===== config.mk =====
export PLATFORM = sky130hd
export DESIGN_NAME = mem_idle_monitor
export DESIGN_NICKNAME = d
export VERILOG_FILES = /design/src/rtl/mim_pkg.sv /design/src/rtl/mim_ctl.sv /design/src/rtl/mim_counters.sv /design/src/rtl/mim_scale.sv /design/src/rtl/mem_idle_monitor.sv
export SDC_FILE = /design/constraint.sdc
export NUM_CORES = 1
export LEC_CHECK = 0
export BUFFER_PORTS_ARGS = -buffer_cell sky130_fd_sc_hd__buf_2
export CAP_MARGIN = 20
export CORE_MARGIN = 1
export CORE_UTILIZATION = 55
export CTS_CLUSTER_DIAMETER = 120
export DETAILED_ROUTE_END_ITERATION = 12
export PLACE_DENSITY = 0.78
export SKIP_CTS_REPAIR_TIMING = 1
export SYNTH_ARGS = -nofsm -noshare
export SYNTH_HDL_FRONTEND = slang
export SYNTH_SLANG_ARGS = --single-unit

===== constraint.sdc =====
create_clock -name clk -period 6 [get_ports clk]
set_input_delay 1.2 -clock clk [delete_from_list [all_inputs] [get_ports clk]]
set_output_delay 1.2 -clock clk [all_outputs]
set_load 0.01 [all_outputs]

===== src/rtl/mim_pkg.sv =====
package mim_pkg;

    typedef enum logic [1:0] {
        CMD_RESET   = 2'd0,
        CMD_CLEAR   = 2'd1,
        CMD_ENABLE  = 2'd2,
        CMD_DISABLE = 2'd3
    } gather_cmd_e;

    typedef enum logic [1:0] {
        ST_OFF  = 2'd0,
        ST_RUN  = 2'd1,
        ST_FULL = 2'd2
    } gather_state_e;

endpackage


===== src/rtl/mim_ctl.sv =====
module mim_ctl
    import mim_pkg::*;
(
    input  logic clk,
    input  logic rst_n,
    input  logic cmd_valid,
    input  logic [1:0] cmd_code,
    input  logic at_limit,
    input  logic reach_next,
    output logic cnt_zero,
    output logic cnt_en,
    output logic running,
    output logic done
);

    gather_state_e state_q, state_d;
    gather_cmd_e   cmd;
    logic          done_q;

    assign cmd = gather_cmd_e'(cmd_code);

    // state register
    always_ff @(posedge clk or negedge rst_n) begin
        if (!rst_n) state_q <= ST_OFF;
        else        state_q <= state_d;
    end

    // next-state logic
    always_comb begin
        state_d = state_q;
        if (cmd_valid) begin
            unique case (cmd)
                CMD_RESET:   state_d = ST_OFF;
                CMD_CLEAR:   state_d = (state_q == ST_OFF) ? ST_OFF : ST_RUN;
                CMD_ENABLE:  if (state_q == ST_OFF) state_d = at_limit ? ST_FULL : ST_RUN;
                CMD_DISABLE: state_d = ST_OFF;
            endcase
        end else if (state_q == ST_RUN && reach_next) begin
            state_d = ST_FULL;
        end
    end

    // outputs
    always_comb begin
        cnt_zero = cmd_valid && (cmd == CMD_RESET || cmd == CMD_CLEAR);
        cnt_en   = !cmd_valid && (state_q == ST_RUN);
        running  = (state_q == ST_RUN);
        done     = done_q;
    end

    always_ff @(posedge clk or negedge rst_n) begin
        if (!rst_n)
            done_q <= 1'b0;
        else if (cnt_zero)
            done_q <= 1'b0;
        else if (state_d == ST_FULL && state_q != ST_FULL)
            done_q <= 1'b1;
    end

endmodule


===== src/rtl/mim_counters.sv =====
module mim_counters #(
    parameter int TOTAL_W  = 32,
    parameter int ACT_W    = 24,
    parameter int M_WIDE   = 1,
    parameter int M_NARROW = 2
) (
    input  logic               clk,
    input  logic               rst_n,
    input  logic               zero,
    input  logic               count,
    input  logic               narrow,
    input  logic               act,
    input  logic [TOTAL_W-1:0] limit,
    output logic [TOTAL_W-1:0] total,
    output logic [ACT_W-1:0]   active,
    output logic               at_limit,
    output logic               reach_next
);

    localparam int PRE_W = (M_NARROW > M_WIDE) ? M_NARROW : M_WIDE;
    localparam logic [PRE_W-1:0] MASK_WIDE   = PRE_W'((1 << M_WIDE) - 1);
    localparam logic [PRE_W-1:0] MASK_NARROW = PRE_W'((1 << M_NARROW) - 1);

    logic [PRE_W-1:0] pre_q;
    logic [PRE_W-1:0] pre_mask;
    logic [TOTAL_W:0] total_inc;

    assign pre_mask   = narrow ? MASK_NARROW : MASK_WIDE;
    assign total_inc  = {1'b0, total} + 1'b1;
    assign at_limit   = (total >= limit);
    assign reach_next = (total_inc >= {1'b0, limit});

    always_ff @(posedge clk or negedge rst_n) begin
        if (!rst_n) begin
            total <= '0;
        end else if (zero) begin
            total <= '0;
        end else if (count && total != '1) begin
            total <= total_inc[TOTAL_W-1:0];
        end
    end

    always_ff @(posedge clk or negedge rst_n) begin
        if (!rst_n) begin
            pre_q  <= '0;
            active <= '0;
        end else if (zero) begin
            pre_q  <= '0;
            active <= '0;
        end else if (count && act) begin
            if ((pre_q & pre_mask) == pre_mask) begin
                pre_q <= '0;
                if (active != '1) active <= active + 1'b1;
            end else begin
                pre_q <= pre_q + 1'b1;
            end
        end
    end

endmodule


===== src/rtl/mim_scale.sv =====
module mim_scale #(
    parameter int TOTAL_W  = 32,
    parameter int ACT_W    = 24,
    parameter int M_WIDE   = 1,
    parameter int M_NARROW = 2
) (
    input  logic               narrow,
    input  logic [TOTAL_W-1:0] total,
    input  logic [ACT_W-1:0]   active,
    output logic [TOTAL_W-1:0] idle
);

    localparam int M_MAX = (M_NARROW > M_WIDE) ? M_NARROW : M_WIDE;
    localparam int SH_W  = ACT_W + M_MAX;
    localparam int CMP_W = (SH_W > TOTAL_W) ? SH_W : TOTAL_W;

    logic [CMP_W-1:0] shifted;
    logic [CMP_W-1:0] total_x;

    always_comb begin
        shifted = CMP_W'(active);
        shifted = narrow ? (shifted << M_NARROW) : (shifted << M_WIDE);
        total_x = CMP_W'(total);
        if (total_x > shifted) idle = TOTAL_W'(total_x - shifted);
        else                   idle = '0;
    end

endmodule


===== src/rtl/mem_idle_monitor.sv =====
module mem_idle_monitor #(
    parameter int TOTAL_W  = 32,
    parameter int ACT_W    = 24,
    parameter int M_WIDE   = 1,
    parameter int M_NARROW = 2
) (
    input  logic               clk,
    input  logic               rst_n,
    input  logic               cmd_valid,
    input  logic [1:0]         cmd_code,
    input  logic               limit_wr,
    input  logic [TOTAL_W-1:0] limit_data,
    input  logic               bus_narrow,
    input  logic               mem_active,
    output logic [TOTAL_W-1:0] total_clks,
    output logic [ACT_W-1:0]   active_cnt,
    output logic [TOTAL_W-1:0] idle_cnt,
    output logic               window_done,
    output logic               gathering
);

    logic [TOTAL_W-1:0] limit_q;
    logic cnt_zero, cnt_en, at_limit, reach_next;

    always_ff @(posedge clk or negedge rst_n) begin
        if (!rst_n)        limit_q <= '0;
        else if (limit_wr) limit_q <= limit_data;
    end

    mim_ctl u_ctl (
        .clk        (clk),
        .rst_n      (rst_n),
        .cmd_valid  (cmd_valid),
        .cmd_code   (cmd_code),
        .at_limit   (at_limit),
        .reach_next (reach_next),
        .cnt_zero   (cnt_zero),
        .cnt_en     (cnt_en),
        .running    (gathering),
        .done       (window_done)
    );

    mim_counters #(
        .TOTAL_W(TOTAL_W), .ACT_W(ACT_W), .M_WIDE(M_WIDE), .M_NARROW(M_NARROW)
    ) u_cnt (
        .clk        (clk),
        .rst_n      (rst_n),
        .zero       (cnt_zero),
        .count      (cnt_en),
        .narrow     (bus_narrow),
        .act        (mem_active),
        .limit      (limit_q),
        .total      (total_clks),
        .active     (active_cnt),
        .at_limit   (at_limit),
        .reach_next (reach_next)
    );

    mim_scale #(
        .TOTAL_W(TOTAL_W), .ACT_W(ACT_W), .M_WIDE(M_WIDE), .M_NARROW(M_NARROW)
    ) u_scale (
        .narrow (bus_narrow),
        .total  (total_clks),
        .active (active_cnt),
        .idle   (idle_cnt)
    );

endmodule


==> flow_metrics.tcl, run 1 <==
set metrics [dict create \
    status "completed" \
    min_path_type "reg2reg" \
    chipWidth_um 122 \
    final.period_utilization 0.967 \
    power.density_cell_area_nw_per_um2 174 \
    pleak_uw 0.00468 \
    placed_instance_area_um2 8640 \
    grtUsageMet2 0.489 \
    cts_tree "done" \
    place.detailed.hpwl_um 16000 \
    detail_route.first_pass.iterations 5 \
    cts.clk_slew.worst_paths_ps 70 \
    drt_iter0_markers 618 \
    path_cells "clkbuf_4 > nor2b_1 > ha_1 > inv_1 > fa_1 > a21o_1 > a221o_1 > a2111oi_4 > o31ai_2 > a21oi_1 > o21ai_1 > nor3_1 > mux2_2 > buf_2" \
    critical_path_peak_fanout 18 \
    globalRoute.totalOverflow 0 \
    largest_net_degree_at_the_start_of_global_routing 64 \
    sort_of_element_at_the_end_of_the_critical_path "output pin" \
    worst_path_largest_cell_delay_ps 400 \
    routabilityCongestion 0.971 \
    hold_violations 0 \
    crit_path_top_delay_cell "fa_1" \
    min_period_ps 5800 \
    grt_setup_unrepaired "no" \
    number_of_diodes 0 \
    ioPinCount 130 \
    fin_tns_setup_ps 0 \
    synth-warning-count 0 \
    finalClockSkew_ps 7.29 \
    cts_num_sinks 93 \
    postRouteAntennaNets 0 \
    nFillCells 1238 \
    drive_gt1_frac 0.154 \
    antenna_found_initial 0 \
    synth_area_per_cell_um2 8.22 \
    stdcell_area_um2 8910 \
    mappedNetlistNets 1089 \
    die_height_um 122 \
    clock_latency_ps 350 \
    dr_wl_cell_um 17.3 \
    synthToLayoutAreaGrowth_pct 13.3 \
    timing.slew.headroom 0.389 \
    gr-usage-met1 0.406 \
    numCtsBuffers 9 \
    die_area_um2 14800 \
    drv.max_cap_violation_count 0 \
    remaining_drc_errors 0 \
    crit_path_start_kind "primary input" \
    clock_tree.root_cell "clkbuf_16" \
    ys.flop_type "dfrtp_1" \
    grt_pass1_vias 6962 \
    htree_levels 3 \
    vias_per_cell 6.01 \
    vdd_drop_max_mv 0.131 \
    gr-usage-all-layers 0.303 \
    clk_path_buf_depth 2 \
    synthesis.instances 957 \
    critPathArrivalTime_ps 4600 \
    routed_wirelength_um 21700 \
    achievable-frequency_ghz 0.172 \
    netlist_area_before_placement_um2 7870 \
    worst_pin_slew_ps 916 \
    finalSetupViolations 0 \
    timing.critical_path.buf_inv 3 \
    grt_pass1_wl_um 34900 \
    start_util 0.565 \
    global_route.usage.met3 0.0613 \
    criticalPathCategory "in2out" \
    layer_with_the_highest_usage "met2" \
    postSynthRegisterBits 93 \
    num-nets-final 1200 \
    vias 7516 \
    yosysUniqueCellTypes 59 \
    rows 43 \
    place.port_buffers 129 \
    core_area_um2 13900 \
    asyncSetResetFlopFracSynth 1.00 \
    number_of_enable_type_register_cells_in_the_synthesized_netlist 0 \
    path_delay_family "compound AO/OA/AOI/OAI gates" \
    required_ps 4800 \
    synth_sequential_area_ratio 0.296 \
    report.final.slew_viol_count 0 \
]
worst register-to-register path: cells and delay by family, from the launching register on:
| family | cells | cell delay [ps] |
|---|---|---|
| AND/OR/NAND/NOR | 6 | 2080 |
| AO/OA/AOI/OAI | 5 | 950 |
| flip-flops | 1 | 600 |
| adder cells (fa/ha/maj) | 1 | 300 |
| XOR/XNOR | 1 | 250 |
| multiplexers | 1 | 180 |
worst paths after layout:
kind	from	end	slack, ps	depth (start not counted)
max	bus_narrow	idle_cnt[27]	200	14
max in group asynchronous	rst_n	u_cnt.total[8]$_DFFE_PN0P_	4020	2
min in group asynchronous	rst_n	limit_q[25]$_DFFE_PN0P_	870	1
min	u_ctl.done$_DFFE_PN0P_	u_ctl.done$_DFFE_PN0P_	510	1
max reg2reg	u_cnt.total[5]$_DFFE_PN0P_	u_ctl.done$_DFFE_PN0P_	1540	14
min reg2reg	u_ctl.done$_DFFE_PN0P_	u_ctl.done$_DFFE_PN0P_	510	1
kinds of logic (layout without fill, tap and decap cells):
family / count (synthesis) / in the layout / share of synthesized area
buffers and inverters: 83 / 197 / 0.0436
DFF: 93 / 93 / 0.296
and+or+nand+nor: 369 / 369 / 0.224
muxes: 30 / 30 / 0.0388
adders and majority gates: 92 / 92 / 0.147
AOI/OAI and AO/OA: 215 / 215 / 0.167
xor gates and xnor gates: 75 / 75 / 0.0835
cell type report:
type                       count  area, um2  area share
sequential                    93       2330       0.261
timing repair buffer         138        718      0.0806
clock inverter                 1       7.51    0.000842
clock buffer                  13        260      0.0292
multi-input combinational    781       5200       0.584
tap                          180        225      0.0253
inverter                      45        169      0.0190
stage by stage:
step,setup WS [ps],utilization,hold slack [ps],std cells,power [uW]
after detailed placement,196,0.620,494,1237,1010
after global routing,69.9,0.640,541,1251,1630
after global placement,270,0.620,488,1237,1000
after floorplan,247,-,487,957,896
after CTS,163,0.639,509,1251,1560
final,198,0.640,508,1251,1550
Yosys cell counts (all sizes together) (4+ instances only):
cell type    n  area share
xor2        45       0.050
nor3        19       0.012
nor2b       10      0.0080
mux2i       26       0.033
nand3       38       0.024
dfrtp       93        0.30
o211ai       4      0.0038
ha          91        0.14
a2111oi      4      0.0068
o31ai       14       0.014
xnor2       30       0.033
o21ai       91       0.058
nor2        98       0.048
nor4         6      0.0056
nand4       25       0.020
clkbuf      25       0.012
a21o        18       0.017
nand2b       9      0.0072
and4         9       0.010
mux2         4      0.0057
a21oi       48       0.031
and2        11      0.0087
nand2      111       0.053
or3          8      0.0064
inv         45       0.021
a31oi        7      0.0056
and3        12      0.0095
buf         13       0.010
a211oi       6      0.0057
or2          4      0.0032
sequential cells by signal, indices dropped and copies added, names as in the netlist:
signal         flops
u_cnt.pre_q        2
u_cnt.total       32
u_ctl.done         1
u_cnt.active      24
u_ctl.state_q      2
limit_q           32
report_power, final:
part           internal, uW  total [uW]  switching [uW]
sequential              654         676            21.2
combinational           116         331             215
clock                   300         546             246
routing by layer:
metal	vias to the layer above	wire length, um
li1	3626	-
met1	3542	9720
met2	319	10000
met3	29	1490
met4	0	476
met5	-	0
cells in the final DEF (no fill, tap or decap), types with 25 or more instances in the layout:
cell	n
dfrtp_1	93
inv_1	45
buf_2	127
o21ai_0	88
nand4_1	25
mux2i_1	26
nand2_1	111
xnor2_1	30
nand3_1	38
ha_1	91
xor2_1	45
nor2_1	97
a21oi_1	48
Note: power is estimated with default switching activity, not from simulation.
==> run 2, diff against run 1 <==
Settings changed: CORE_UTILIZATION 55 to 45, PLACE_DENSITY 0.78 to 0.66.
==> run 2 against run 1 <==
Against the previous run: sequential cell count unchanged; first-iteration DRC count shrank 27%; maximum frequency grew 0.10%; combinational power fell by 3%; power grew 8.5%; global-route usage decreased by 5.0 points; core utilization is 10 points lower; critical endpoint unchanged; sequential share of layout area down 0.42 points; worst setup slack gained 6.0 ps.
==> flow_metrics.tcl, run 2 (synthesis gave the netlist of run 1 again) <==
set metrics [dict create \
    nFillCells 1671 \
    report.final.slew_viol_count 0 \
    synthToLayoutAreaGrowth_pct 15.1 \
    largest_net_degree_at_the_start_of_global_routing 64 \
    hold_violations 0 \
    multi_input_logic_area_um2 5200 \
    place.detailed.hpwl_um 16600 \
    sort_of_element_at_the_end_of_the_critical_path "output pin" \
    critical_path_peak_fanout 18 \
    chipWidth_um 134 \
    crit_path_start_kind "primary input" \
    routabilityCongestion 0.862 \
    finalSetupViolations 0 \
    combPwrFrac 0.191 \
    worst_pin_slew_ps 921 \
    grt_pass1_vias 6880 \
    power.net_switching_uw 499 \
    drv.max_cap_violation_count 0 \
    finalCoreUtilization 0.539 \
    drt_iter0_markers 454 \
    p_sw_frac 0.297 \
    layout_top_registers "limit_q (32), u_cnt.total (32), u_cnt.active (24)" \
    cts_num_sinks 93 \
    criticalPathCategory "in2out" \
    p_int_uw 1180 \
    final.period_utilization 0.966 \
    ioPinCount 130 \
    fin_tns_setup_ps 0 \
    numCtsBuffers 9 \
    antenna_found_initial 0 \
    pleak_uw 0.00473 \
    layout_commonest_cell "buf_2" \
    power.density_cell_area_nw_per_um2 186 \
    postRouteAntennaNets 0 \
    achievable-frequency_ghz 0.173 \
    vdd_drop_max_mv 0.146 \
    grt_setup_unrepaired "no" \
    dr_wl_cell_um 17.2 \
    remaining_drc_errors 0 \
    core_area_um2 16800 \
    die_area_um2 18000 \
    globalRoute.totalOverflow 0 \
    clock_tree.root_cell "clkbuf_16" \
    gr-usage-all-layers 0.253 \
    vias_per_cell 5.65 \
    detail_route.first_pass.iterations 5 \
    clock_power_share 0.408 \
    vias 7296 \
    critPathArrivalTime_ps 4600 \
    htree_levels 3 \
    number_of_diodes 0 \
    routed_wirelength_um 22200 \
    cts_tree "done" \
    finalClockSkew_ps 9.41 \
    place.port_buffers 129 \
    min_path_type "reg2reg" \
    drive_gt1_frac 0.156 \
    num-nets-final 1199 \
    required_ps 4800 \
    start_util 0.468 \
    clk_path_buf_depth 2 \
    area.sequential_um2 2330 \
    pwr-share-seq 0.401 \
    grt_pass1_wl_um 35800 \
    min_period_ps 5800 \
    clock_latency_ps 360 \
    rows 47 \
    timing.slew.headroom 0.386 \
    die_height_um 134 \
    layout.cells.most_common_list "127 x buf_2, 111 x nand2_1, 97 x nor2_1, 93 x dfrtp_1, 91 x ha_1" \
    status "completed" \
    cts.clk_slew.worst_paths_ps 70 \
]
run 2: changes by cell type in the layout (fill, tap and decap cells not counted), sizes merged:
cell / before / now
clkinvlp: 1 / 0
bufinv: 0 / 3
buf: 137 / 136
clkinv: 0 / 2
clkbuf: 14 / 12
run 2: worst max-delay path, stage by stage:
cell       delay [ps]
clkbuf_4          250
nor2b_1           170
ha_1              170
inv_1              50
fa_1              400
a21o_1            210
a221o_1           400
a2111oi_4         390
o31ai_2           190
a21oi_1           310
o21ai_1           170
nor3_1            190
mux2_2            360
buf_2             140
run 2: final timing paths:
path / start / to / slack, ps / depth (start not counted)
max reg2reg: u_cnt.total[5]$_DFFE_PN0P_ / u_ctl.done$_DFFE_PN0P_ / 1450 / 14
max in group asynchronous: rst_n / u_cnt.total[16]$_DFFE_PN0P_ / 4020 / 2
min in group asynchronous: rst_n / limit_q[25]$_DFFE_PN0P_ / 810 / 1
max: bus_narrow / idle_cnt[27] / 200 / 14
min reg2reg: u_ctl.done$_DFFE_PN0P_ / u_ctl.done$_DFFE_PN0P_ / 530 / 1
min: u_ctl.done$_DFFE_PN0P_ / u_ctl.done$_DFFE_PN0P_ / 530 / 1
run 2: final cells by class:
cell class / instances / share of cell area
multi-input cells: 781 / 0.575
inverters: 45 / 0.0186
clock inverters: 5 / 0.0119
clock buffers: 11 / 0.0268
flip-flops and latches: 93 / 0.257
repair buffers: 137 / 0.0807
well taps: 220 / 0.0304
run 2: per-layer routing:
metal,vias to the layer above,wire length [um],global-route usage
met5,-,0,0
met4,0,377,0.0605
met3,29,1120,0.0412
met2,183,10300,0.415
met1,3464,10400,0.348
li1,3620,-,-
run 2: power groups by stage:
stage	Combinational (uW)	Sequential [uW]	Clock [uW]
5_1_grt	362	679	723
4_1_cts	318	674	700
3_3_place_gp	311	686	0
2_1_floorplan	213	683	0
3_5_place_dp	316	687	0
6_report	321	675	688
run 2: through the flow:
stage	hold WS [ps]	power, uW	std cells	area (um2)	setup slack, ps
2_1_floorplan	487	896	957	7870	247
3_3_place_gp	493	997	1275	8680	264
3_5_place_dp	517	1000	1275	8680	203
4_1_cts	535	1690	1291	9030	133
5_1_grt	540	1760	1292	9060	46.7
6_report	526	1680	1292	9060	204
==> run 3, diff against run 2 <==
Settings changed: PLACE_DENSITY 0.66 to 0.65, SYNTH_HIERARCHICAL set to 1.
==> run 3 against run 2 <==
Against the previous run: core utilization fell by 2.0 points; worst hold slack got worse by 18 ps; worst setup slack improved by 240 ps; synthesized cell count rose by 8.3%; non-clock buffer count fell by 1; clock power fell by 8.4%; register-to-register slack improved by 260 ps; area after synthesis rose by 15%; maximum frequency rose by 4.3%; final cell count rose by 9.4%; combinational power fell by 2%; power fell by 3.6%; critical endpoint is now idle_cnt[25]; largest cell class unchanged; highest routed layer unchanged.
==> flow_metrics.tcl, run 3 <==
set metrics [dict create \
    grt_pass1_wl_um 39800 \
    rows 51 \
    required_ps 4800 \
    post-synth-top-area-fraction 0.258 \
    layout.cells.most_common_list "128 x buf_2, 98 x ha_1, 93 x dfrtp_1, 82 x a21oi_1, 73 x nor2_1" \
    drv.max_cap_violation_count 0 \
    startpoint "bus_narrow" \
    synthToLayoutAreaGrowth_pct 12.4 \
    mappedNetlistNets 1175 \
    start_util 0.461 \
    nFillCells 1901 \
    gr-usage-all-layers 0.247 \
    min_period_ps 5560 \
    worst-r2r-setup-slack_ps 1710 \
    synth_area_per_cell_um2 8.72 \
    postSynthRegisterBits 93 \
    num-nets-final 1283 \
    drt_iter0_markers 520 \
    crit_path_start_kind "primary input" \
    synthesis.instances 1036 \
    critical_path_peak_fanout 20 \
    timing.slew.headroom 0.298 \
    largest_net_degree_at_the_start_of_global_routing 59 \
    cts_num_sinks 93 \
    hold_path_end "limit_q[31]$_DFFE_PN0P_" \
    report.power.total_uw 1620 \
    worst_pin_slew_ps 1050 \
    multi_input_logic_area_um2 6270 \
    reg2reg_depth 14 \
    criticalPathCategory "in2out" \
    number_of_diodes 0 \
    postRouteAntennaNets 0 \
    drive_gt1_frac 0.183 \
    pleak_uw 0.00505 \
    yosysUniqueCellTypes 81 \
    synth_largest_area_cell "dfrtp_1" \
    yosys.area_share.simple 0.229 \
    layout_top_registers "limit_q (32), u_cnt/total (32), u_cnt/active (24)" \
    synth-xor-area-share 0.0553 \
    report.final.slew_viol_count 0 \
    clk_path_buf_depth 2 \
    ys_top_cells_by_count "98 x ha_1, 93 x dfrtp_1, 82 x a21oi_1" \
    fin_tns_setup_ps 0 \
    routabilityCongestion 1.00 \
    die_area_um2 20600 \
    number_of_enable_type_register_cells_in_the_synthesized_netlist 0 \
    sort_of_element_at_the_end_of_the_critical_path "output pin" \
    finalClockSkew_ps 11.3 \
    remaining_drc_errors 0 \
    vdd_drop_max_mv 0.133 \
    grt_pass1_vias 7550 \
    min_path_type "reg2reg" \
    asyncSetResetFlopFracSynth 1.00 \
    layout_commonest_cell "buf_2" \
    vias 8305 \
    antenna_found_initial 0 \
    dominant_combinational_cell_family_by_area_after_synthesis "simple AND/OR/NAND/NOR gates" \
    chipWidth_um 144 \
    final.period_utilization 0.926 \
    netlist_area_before_placement_um2 9030 \
    core_area_um2 19600 \
    htree_levels 3 \
    fraction_of_the_mapped_netlist_area_in_compound_gates 0.186 \
    numCtsBuffers 9 \
    synthTopCellsByArea "dfrtp_1 26%, ha_1 14%, mux2_4 5.0%" \
    critical_path.reg2reg.endpoint "u_ctl/done$_DFFE_PN0P_" \
    finalSetupViolations 0 \
    ys.flop_type "dfrtp_1" \
    grt_setup_unrepaired "no" \
    hold-path-cell-count 1 \
    cts_tree "done" \
    critical_path.reg2reg.startpoint "u_cnt/total[8]$_DFFE_PN0P_" \
    ioPinCount 130 \
    post_synth_fa_ha_maj_area_fraction 0.138 \
    power.density_cell_area_nw_per_um2 160 \
    clock_latency_ps 350 \
    synth-warning-count 6 \
    cell_with_the_most_instances_after_synthesis "ha_1" \
    status "completed" \
    hold_violations 0 \
    vias_per_cell 5.87 \
    synth_mux_area_frac 0.0859 \
    globalRoute.totalOverflow 0 \
    synth_sequential_area_ratio 0.258 \
    detail_route.first_pass.iterations 7 \
    die_height_um 144 \
    clock_tree.root_cell "clkbuf_16" \
    dr_wl_cell_um 17.9 \
    achievable-frequency_ghz 0.180 \
    place.port_buffers 129 \
    holdCritStartpoint "limit_q[31]$_DFFE_PN0P_" \
    finalHoldWorstSlack_ps 508 \
    area.sequential_um2 2330 \
    routed_wirelength_um 25300 \
    place.detailed.hpwl_um 19600 \
    cts.clk_slew.worst_paths_ps 70 \
    critPathArrivalTime_ps 4360 \
]
[run 3: final cells by class]
cell class / count / share of cell area
inverter: 54 / 0.0200
timing repair buffer: 136 / 0.0690
sequential: 93 / 0.229
clock inverter: 7 / 0.00961
clock buffer: 9 / 0.0222
tap: 265 / 0.0327
multi-input combinational: 850 / 0.617
[run 3: cells by family (layout without fill, tap and decap cells)]
family,Yosys count,count (layout)
AO/OA/AOI/OAI,257,257
XOR/XNOR,57,57
adder cells (fa/ha/maj),99,99
buffers and inverters,93,206
flip-flops,93,93
multiplexers,62,62
AND/OR/NAND/NOR,375,375
[run 3: layer usage]
metal | routed length [um] | GRT usage | vias to the layer above
met3 | 1200 | 0.0260 | 25
met2 | 11500 | 0.394 | 230
met4 | 397 | 0.0683 | 0
met5 | 0 | 0 | -
met1 | 12200 | 0.353 | 3954
li1 | - | - | 4096
[run 3: worst max-delay path, cell delays in order]
cell and delay [ps]:
buf_2 430, buf_4 280, mux2i_1 90, ha_1 430
nand4_1 250, or2_0 290, or4_4 440, a211oi_4 210
o21ai_2 80, buf_4 180, nor4_1 280, buf_2 180
[run 3: worst max path at each step]
stage | to | slack, ps | cells after the start
6_report | idle_cnt[25] | 440 | 12
5_1_grt | idle_cnt[29] | 310 | 10
4_1_cts | idle_cnt[25] | 470 | 12
3_5_place_dp | idle_cnt[25] | 470 | 12
3_3_place_gp | idle_cnt[25] | 540 | 12
2_1_floorplan | idle_cnt[25] | 570 | 12
[run 3: through the flow]
stage,setup slack (ps),instance area (um2),instances,utilization
floorplan,567,9030,1036,-
global placement,538,9830,1398,0.502
detailed placement,474,9830,1398,0.502
CTS,466,10200,1414,0.518
global route,310,10200,1414,0.518
finish,443,10200,1414,0.518
[run 3: power by group]
group	switching (uW)	total (uW)	internal (uW)
Clock	263	630	367
Combinational	181	315	134
Sequential	24.1	678	654
Total	468	1620	1160
